## config.mk

```make
export PLATFORM = sky130hd
export DESIGN_NAME = serial_display_latch
export DESIGN_NICKNAME = d
export VERILOG_FILES = /design/src/rtl/sdl_pkg.sv /design/src/rtl/sdl_line_sync.sv /design/src/rtl/sdl_input_front.sv /design/src/rtl/sdl_shift_chain.sv /design/src/rtl/sdl_frame_fsm.sv /design/src/rtl/sdl_out_latch.sv /design/src/rtl/serial_display_latch.sv
export SDC_FILE = /design/constraint.sdc
export NUM_CORES = 1
export LEC_CHECK = 0
export BUFFER_PORTS_ARGS = -buffer_cell sky130_fd_sc_hd__buf_2
export CAP_MARGIN = 20
export CORE_MARGIN = 3
export CORE_UTILIZATION = 50
export DETAILED_ROUTE_END_ITERATION = 8
export GPL_TIMING_DRIVEN = 1
export PLACE_DENSITY_LB_ADDON = 0.05
export SETUP_SLACK_MARGIN = 0.05
export SKIP_LAST_GASP = 1
export SYNTH_ARGS = -nofsm -noshare
export SYNTH_HDL_FRONTEND = slang
export SYNTH_HIERARCHICAL = 1
export SYNTH_SLANG_ARGS = --single-unit
export TNS_END_PERCENT = 5
```

## constraint.sdc

```tcl
create_clock -name clk -period 3.1 [get_ports clk]
set_clock_uncertainty 0.2 [all_clocks]
set_input_delay 0.465 -clock clk [delete_from_list [all_inputs] [get_ports clk]]
set_output_delay 0.465 -clock clk [all_outputs]
set_load 0.02 [all_outputs]
```

## src/rtl/sdl_pkg.sv

```systemverilog
package sdl_pkg;

    // Frame geometry
    localparam int unsigned DATA_BITS    = 35;
    localparam int unsigned FRAME_LEN    = DATA_BITS + 1;

    // Reduced output view: groups of four, eight positions apart
    localparam int unsigned NARROW_W     = 14;
    localparam int unsigned GROUP_W      = 4;
    localparam int unsigned GROUP_STRIDE = 8;
    localparam int unsigned FIRST_USED   = 5;   // 1-based data position of narrow bit 0

    typedef enum logic [1:0] {
        ST_COLLECT   = 2'd0,
        ST_HOLD_HIGH = 2'd1,
        ST_FLUSH     = 2'd2
    } fsm_state_t;

    // 0-based word index feeding narrow output j
    function automatic int unsigned narrow_src(input int unsigned j);
        return (FIRST_USED - 1) + (j / GROUP_W) * GROUP_STRIDE + (j % GROUP_W);
    endfunction

endpackage

```

## src/rtl/sdl_line_sync.sv

```systemverilog
module sdl_line_sync #(
    parameter int unsigned STAGES  = 2,
    parameter logic        RST_VAL = 1'b0
) (
    input  logic clk,
    input  logic rst,
    input  logic d,
    output logic q
);
    localparam int unsigned TOP = STAGES - 1;

    logic [STAGES-1:0] pipe;

    always_ff @(posedge clk) begin
        if (rst) begin
            pipe <= {STAGES{RST_VAL}};
        end else begin
            pipe <= {pipe[TOP-1:0], d};
        end
    end

    assign q = pipe[TOP];

endmodule

```

## src/rtl/sdl_input_front.sv

```systemverilog
module sdl_input_front #(
    parameter int unsigned SYNC_STAGES = 2
) (
    input  logic clk,
    input  logic rst,
    input  logic sclk_in,
    input  logic sdata_in,
    input  logic den_n_in,
    output logic bit_in,
    output logic sclk_rise,
    output logic sclk_fall
);
    logic sclk_s;
    logic sdata_s;
    logic den_n_s;
    logic sclk_prev;

    sdl_line_sync #(.STAGES(SYNC_STAGES), .RST_VAL(1'b0)) u_sync_clk (
        .clk (clk), .rst (rst), .d (sclk_in),  .q (sclk_s)
    );
    sdl_line_sync #(.STAGES(SYNC_STAGES), .RST_VAL(1'b0)) u_sync_dat (
        .clk (clk), .rst (rst), .d (sdata_in), .q (sdata_s)
    );
    sdl_line_sync #(.STAGES(SYNC_STAGES), .RST_VAL(1'b1)) u_sync_den (
        .clk (clk), .rst (rst), .d (den_n_in), .q (den_n_s)
    );

    always_ff @(posedge clk) begin
        if (rst) begin
            sclk_prev <= 1'b0;
        end else begin
            sclk_prev <= sclk_s;
        end
    end

    assign sclk_rise = sclk_s & ~sclk_prev;
    assign sclk_fall = ~sclk_s & sclk_prev;
    // Inactive enable forces a zero into the chain
    assign bit_in    = sdata_s & ~den_n_s;

endmodule

```

## src/rtl/sdl_shift_chain.sv

```systemverilog
module sdl_shift_chain #(
    parameter int unsigned LEN = 36
) (
    input  logic           clk,
    input  logic           rst,
    input  logic           shift_en,
    input  logic           clear_en,
    input  logic           bit_in,
    output logic [LEN-1:0] chain,
    output logic           full
);
    localparam int unsigned LAST = LEN - 1;

    always_ff @(posedge clk) begin
        if (rst) begin
            chain <= '0;
        end else if (clear_en) begin
            // Stage 0 keeps any bit captured in the same cycle
            chain    <= '0;
            chain[0] <= shift_en & bit_in;
        end else if (shift_en) begin
            chain <= {chain[LAST-1:0], bit_in};
        end
    end

    assign full = chain[LAST];

endmodule

```

## src/rtl/sdl_frame_fsm.sv

```systemverilog
module sdl_frame_fsm
    import sdl_pkg::*;
(
    input  logic       clk,
    input  logic       rst,
    input  logic       full,
    input  logic       sclk_fall,
    output fsm_state_t state,
    output logic       latch_en,
    output logic       clear_en
);
    fsm_state_t state_nx;

    // State register
    always_ff @(posedge clk) begin
        if (rst) begin
            state <= ST_COLLECT;
        end else begin
            state <= state_nx;
        end
    end

    // Transitions
    always_comb begin
        state_nx = state;
        unique case (state)
            ST_COLLECT:   if (full)      state_nx = ST_HOLD_HIGH;  // T_FULL
            ST_HOLD_HIGH: if (sclk_fall) state_nx = ST_FLUSH;      // T_FALL
            ST_FLUSH:                    state_nx = ST_COLLECT;    // T_DONE
            default:                     state_nx = ST_COLLECT;
        endcase
    end

    // Outputs
    always_comb begin
        latch_en = 1'b0;
        clear_en = 1'b0;
        unique case (state)
            ST_COLLECT:   latch_en = full;
            ST_HOLD_HIGH: ;
            ST_FLUSH:     clear_en = 1'b1;
            default:      ;
        endcase
    end

endmodule

```

## src/rtl/sdl_out_latch.sv

```systemverilog
module sdl_out_latch
    import sdl_pkg::*;
#(
    parameter int unsigned DW = 35,
    parameter int unsigned NW = 14
) (
    input  logic          clk,
    input  logic          rst,
    input  logic          latch_en,
    input  logic [DW-1:0] chain_data,
    output logic [DW-1:0] seg_word,
    output logic [NW-1:0] seg_narrow,
    output logic          latch_strobe
);
    logic [DW-1:0] ordered;
    logic [NW-1:0] narrow_d;

    // Oldest data bit (frame bit 1) sits next to the start bit
    for (genvar i = 0; i < DW; i++) begin : g_order
        assign ordered[i] = chain_data[DW-1-i];
    end

    for (genvar j = 0; j < NW; j++) begin : g_narrow
        localparam int unsigned SRC = narrow_src(j);
        assign narrow_d[j] = ordered[SRC];
    end

    always_ff @(posedge clk) begin
        if (rst) begin
            seg_word     <= '0;
            seg_narrow   <= '0;
            latch_strobe <= 1'b0;
        end else begin
            latch_strobe <= latch_en;
            if (latch_en) begin
                seg_word   <= ordered;
                seg_narrow <= narrow_d;
            end
        end
    end

endmodule

```

## src/rtl/serial_display_latch.sv

```systemverilog
module serial_display_latch
    import sdl_pkg::*;
#(
    parameter int unsigned DW          = DATA_BITS,
    parameter int unsigned NW          = NARROW_W,
    parameter int unsigned SYNC_STAGES = 2
) (
    input  logic          clk,
    input  logic          rst,
    input  logic          sclk_in,
    input  logic          sdata_in,
    input  logic          den_n_in,
    output logic [DW-1:0] seg_word,
    output logic [NW-1:0] seg_narrow,
    output logic          latch_strobe
);
    localparam int unsigned CHAIN_LEN = DW + 1;

    logic                 bit_in;
    logic                 sclk_rise;
    logic                 sclk_fall;
    logic [CHAIN_LEN-1:0] chain;
    logic                 full;
    logic                 latch_en;
    logic                 clear_en;
    fsm_state_t           fsm_state;

    sdl_input_front #(.SYNC_STAGES(SYNC_STAGES)) u_front (
        .clk       (clk),
        .rst       (rst),
        .sclk_in   (sclk_in),
        .sdata_in  (sdata_in),
        .den_n_in  (den_n_in),
        .bit_in    (bit_in),
        .sclk_rise (sclk_rise),
        .sclk_fall (sclk_fall)
    );

    sdl_shift_chain #(.LEN(CHAIN_LEN)) u_chain (
        .clk      (clk),
        .rst      (rst),
        .shift_en (sclk_rise),
        .clear_en (clear_en),
        .bit_in   (bit_in),
        .chain    (chain),
        .full     (full)
    );

    sdl_frame_fsm u_fsm (
        .clk       (clk),
        .rst       (rst),
        .full      (full),
        .sclk_fall (sclk_fall),
        .state     (fsm_state),
        .latch_en  (latch_en),
        .clear_en  (clear_en)
    );

    sdl_out_latch #(.DW(DW), .NW(NW)) u_out (
        .clk          (clk),
        .rst          (rst),
        .latch_en     (latch_en),
        .chain_data   (chain[DW-1:0]),
        .seg_word     (seg_word),
        .seg_narrow   (seg_narrow),
        .latch_strobe (latch_strobe)
    );

endmodule

```

-- After elaboration in Yosys (flattened, before gate mapping)
Index checks and enable logic that the tools add are counted.
W data, S select, Z words.
- equal/unequal tests: 4
- multiplexer cells: 7
- bitwise gates (word level): 7
- reduce and logical (&&, ||, !) cells: 4
- operators with widths (operator ; count):
    $and A1 B1 Y1 ; 4
    $mux W1 ; 4
    $mux W2 ; 2
    $ne A2 B2 Y1 const B ; 2
    $pmux W2 S2 ; 1
    $not A1 Y1 ; 3
    $eq A2 B1 Y1 const B ; 1
    $eq A2 B2 Y1 const B ; 1
    $logic_not A2 Y1 ; 1
    $reduce_and A2 Y1 ; 1
    $reduce_bool A2 Y1 ; 1
    $reduce_or A2 Y1 ; 1
- flip-flop bits (word level): 95
- input port bits: 5
- output and inout port bits: 50
- logic and storage cells: 32

-- Longest topological paths before layout
- word-level depth: 4
- depth in mapped cells: 5
- mapped depth without buffers: 3

-- Modules after synthesis
The synthesis kept the hierarchy.
- by module, submodules not included (module ; instances ; cells each ; area an instance (µm²) ; seq. area each (µm²)):
    sdl_out_latch ; 1 ; 129 ; 1402.6 ; 720.7
    sdl_shift_chain ; 1 ; 119 ; 1341.3 ; 720.7
    sdl_line_sync ; 3 ; 4 ; 52.6 ; 40.0
    sdl_frame_fsm ; 1 ; 8 ; 78.8 ; 40.0
    sdl_input_front ; 1 ; 5 ; 45.0 ; 20.0

-- Worst setup path after synthesis
Ideal clock, no wire load.
- path type: flip-flop to flip-flop
- from: register u_chain.chain[35]
- to: register u_out.seg_word[0]
- library setup time: 0.128 ns
- arrival: 1.115 ns
- required time: 2.772 ns
- setup slack: 1.658 ns
- cell stages (with the launch flop): 6
- path buffers: 2
- period minus slack after synthesis: 1.442 ns
- path through: dfxtp_1 > nor3b_1 > buf_6 > buf_12 > mux2i_1 > nor2_1
- cells in the longest elaborated chain, start to end: 1
- RTL lines (item ; line ; source):
    start, declared ; sdl_shift_chain.sv:9 ; output logic [LEN-1:0] chain,
    start signal, assigned ; sdl_shift_chain.sv:22 ; chain <= {chain[LAST-1:0], bit_in};
    $mux W1 ; sdl_frame_fsm.sv:38 ; unique case (state)
    via latch_en ; serial_display_latch.sv:24 ; logic latch_en;
    end signal, assigned ; sdl_out_latch.sv:36 ; seg_word <= ordered;
    end, declared ; sdl_out_latch.sv:11 ; output logic [DW-1:0] seg_word,
The timed path passes the listed nets, and every way through them passes these cells.
A chain may end at the register's enable or synchronous reset.

-- Worst setup path in the final report
- from: register u_front.u_sync_clk.pipe[1]
- to: register u_chain.chain[12]
- cells in the longest elaborated chain, start to end: 1
- RTL lines (item ; line ; source):
    start, declared ; sdl_line_sync.sv:12 ; logic [STAGES-1:0] pipe;
    start signal, assigned ; sdl_line_sync.sv:16 ; pipe <= {STAGES{RST_VAL}};
    start signal, assigned ; sdl_line_sync.sv:18 ; pipe <= {pipe[TOP-1:0], d};
    $and A1 B1 Y1 ; sdl_input_front.sv:36 ; assign sclk_rise = sclk_s & ~sclk_prev;
    via sclk_rise ; serial_display_latch.sv:20 ; logic sclk_rise;
The timed path passes the listed nets, and every way through them passes these cells.

==> flow_metrics.py <==
metrics = {
    "status": {
        "status": "finished, final reports clean",
    },
    "global_routing": {
        "grt_max_degree": 48,
        "grt-ovfl-total": 0,
        "grt_usage_pct": 13.8,
        "grt_pass1_vias": 1701,
        "grt_pass1_wl_um": 7980,
        "antenna_found_initial": 0,
    },
    "floorplan": {
        "die_w_um": 83.7,
        "io_pins": 55,
        "initial_utilization_pct": 53.2,
        "die_area_um2": 7000,
        "fp-row-count": 27,
        "die_h_um": 83.7,
        "core-area_um2": 5680,
    },
    "cells_and_area": {
        "syn_to_final_growth_pct": 9.78,
        "stdcell_count": 388,
        "fin_nets": 317,
        "n_antenna_cell": 0,
        "drive_gt1_share_pct": 24.7,
        "fill_cells": 508,
    },
    "sta": {
        "setup_viol": 0,
        "setup-tns-final_ps": 0,
        "hold_slack_ps": 114,
        "fmaxAchievable_mhz": 539,
        "finalCritPeriodShare_pct": 59.8,
        "final_hold_viol_count": 0,
        "fin_crit_ps": 1850,
        "max_slew.worst_pin.slew_ps": 835,
        "rsz0062_at_grt": "no",
        "final-max-slew-violation-count": 0,
        "slew_headroom_pct": 44.4,
    },
    "worst_setup_path": {
        "worst-path-max-fanout": 26,
        "reg2reg_slack_ps": 1250,
        "startpoint_type": "register",
        "end_kind": "register",
        "timing_worst_setup_path_type": "register to register",
        "crit_arrival_ps": 1870,
        "r2r_end": "u_chain/chain[12]",
        "reg2reg_from": "u_front/u_sync_clk/pipe[1]",
        "crit_required_ps": 3120,
        "worstRegToRegCells": 4,
    },
    "hold_path": {
        "hold_start": "den_n_in",
        "hold_depth": 2,
        "min_path_type": "input pin to register",
        "hold_path_end": "u_front/u_sync_den/pipe[0]",
    },
    "clock_network": {
        "clock_sink_count": 81,
        "cts-hold-fix-buffers": 0,
        "root_buffer": "clkbuf_8",
        "clock_latency_ps": 330,
        "numCtsBuffers": 9,
        "htree_num_levels": 3,
        "cts_setup_buffers": 0,
        "clk_pin_slew_ps": 70,
        "clockBufferDepth": 2,
        "cts_resized": 0,
        "cts_tree": "yes",
    },
    "place": {
        "dp_hpwl_um": 2840,
        "gp_congestion": 0.678,
        "portBuffers": 54,
        "post-place-cells": 373,
    },
    "power": {
        "power.total_mw": 1.77,
        "total_leakage_power_nw": 1.35,
        "power.density_nw_per_um2": 535,
        "peakVddDrop_mv": 0.275,
    },
    "detailed_routing": {
        "routedWlPerCell_um": 11.8,
        "drt_pass1_iterations": 4,
        "drc": 0,
        "drt_iter0_drc": 80,
        "routed_wl_um": 4580,
        "ant_nets": 0,
        "avgViaCountPerCell": 4.67,
        "vias": 1811,
    },
    "flow_run": {
        "maxCapViolCount": 0,
    },
    "yosys": {
        "syn_area_per_cell_um2": 11.1,
        "synth_nets": 277,
        "postSynthCellCount": 272,
        "synth_warnings": 6,
        "synth_area_um2": 3020,
    },
}
## worst max path at each step
stage | start | end | slack, ps | cells after the start
5_1_grt | rst | u_chain/chain[17] | 1090 | 4
3_3_place_gp | rst | u_chain/chain[20] | 920 | 4
2_1_floorplan | u_fsm/state[0] | u_out/seg_word[0] | 1670 | 5
4_1_cts | rst | u_chain/chain[24] | 1220 | 4
6_report | u_front/u_sync_clk/pipe[1] | u_chain/chain[12] | 1250 | 4
3_5_place_dp | rst | u_chain/chain[9] | 860 | 4
## layout by cell type, fill, tap and decap left out
cell / n
clkinv_2: 3
o32ai_2: 1
nor2b_4: 1
or2_1: 3
nor3_1: 1
inv_1: 1
buf_2: 54
buf_4: 5
nor3b_2: 1
dfxtp_1: 81
a2111oi_1: 1
nand2_1: 2
mux2i_1: 70
nor2b_1: 8
clkbuf_8: 12
nor2_1: 71
and2b_2: 1
## final cells by class
| cell class | count | area (um^2) | share of cell area (%) |
|---|---|---|---|
| tap | 72 | 90.1 | 2.72 |
| clock inverter | 3 | 15.0 | 0.453 |
| timing repair buffer | 59 | 308 | 9.29 |
| multi-input combinational | 160 | 1110 | 33.5 |
| inverter | 1 | 3.75 | 0.113 |
| clock buffer | 12 | 165 | 4.98 |
| sequential | 81 | 1620 | 48.9 |
## worst max-delay path: stages, from the launching register on
cell	delay, ps
dfxtp_1	360
nor2b_4	410
buf_4	470
mux2i_1	250
nor2_1	50
## routing by layer
metal | track usage, % | share of wire [%] | up-vias
met2 | 20.5 | 43 | 44
li1 | - | - | 955
met4 | 7.02 | 0.94 | 0
met3 | 3.26 | 4.7 | 4
met1 | 18.7 | 51 | 808
met5 | 0 | 0 | -
## power breakdown
| group | internal [mW] | switching [mW] |
|---|---|---|
| clock network | 0.348 | 0.340 |
| logic | 0.0142 | 0.0267 |
| registers | 1.04 | 0.00126 |
## flip-flops by register name, summed over array words and instances, names as in the netlist
signal	flops
u_out/latch_strobe	1
u_front/u_sync_clk/pipe	2
u_front/u_sync_dat/pipe	2
u_front/sclk_prev	1
u_chain/chain	36
u_out/seg_word	35
u_front/u_sync_den/pipe	2
u_fsm/state	2
## metrics by stage
step | setup slack, ps | instance area, um^2 | utilization (%)
2_1_floorplan | 1670 | 3020 | -
3_3_place_gp | 922 | 3130 | 55.2
3_5_place_dp | 858 | 3130 | 55.2
4_1_cts | 1220 | 3310 | 58.4
5_1_grt | 1090 | 3310 | 58.4
6_report | 1250 | 3310 | 58.4
Power figures use the tool's default switching activity.
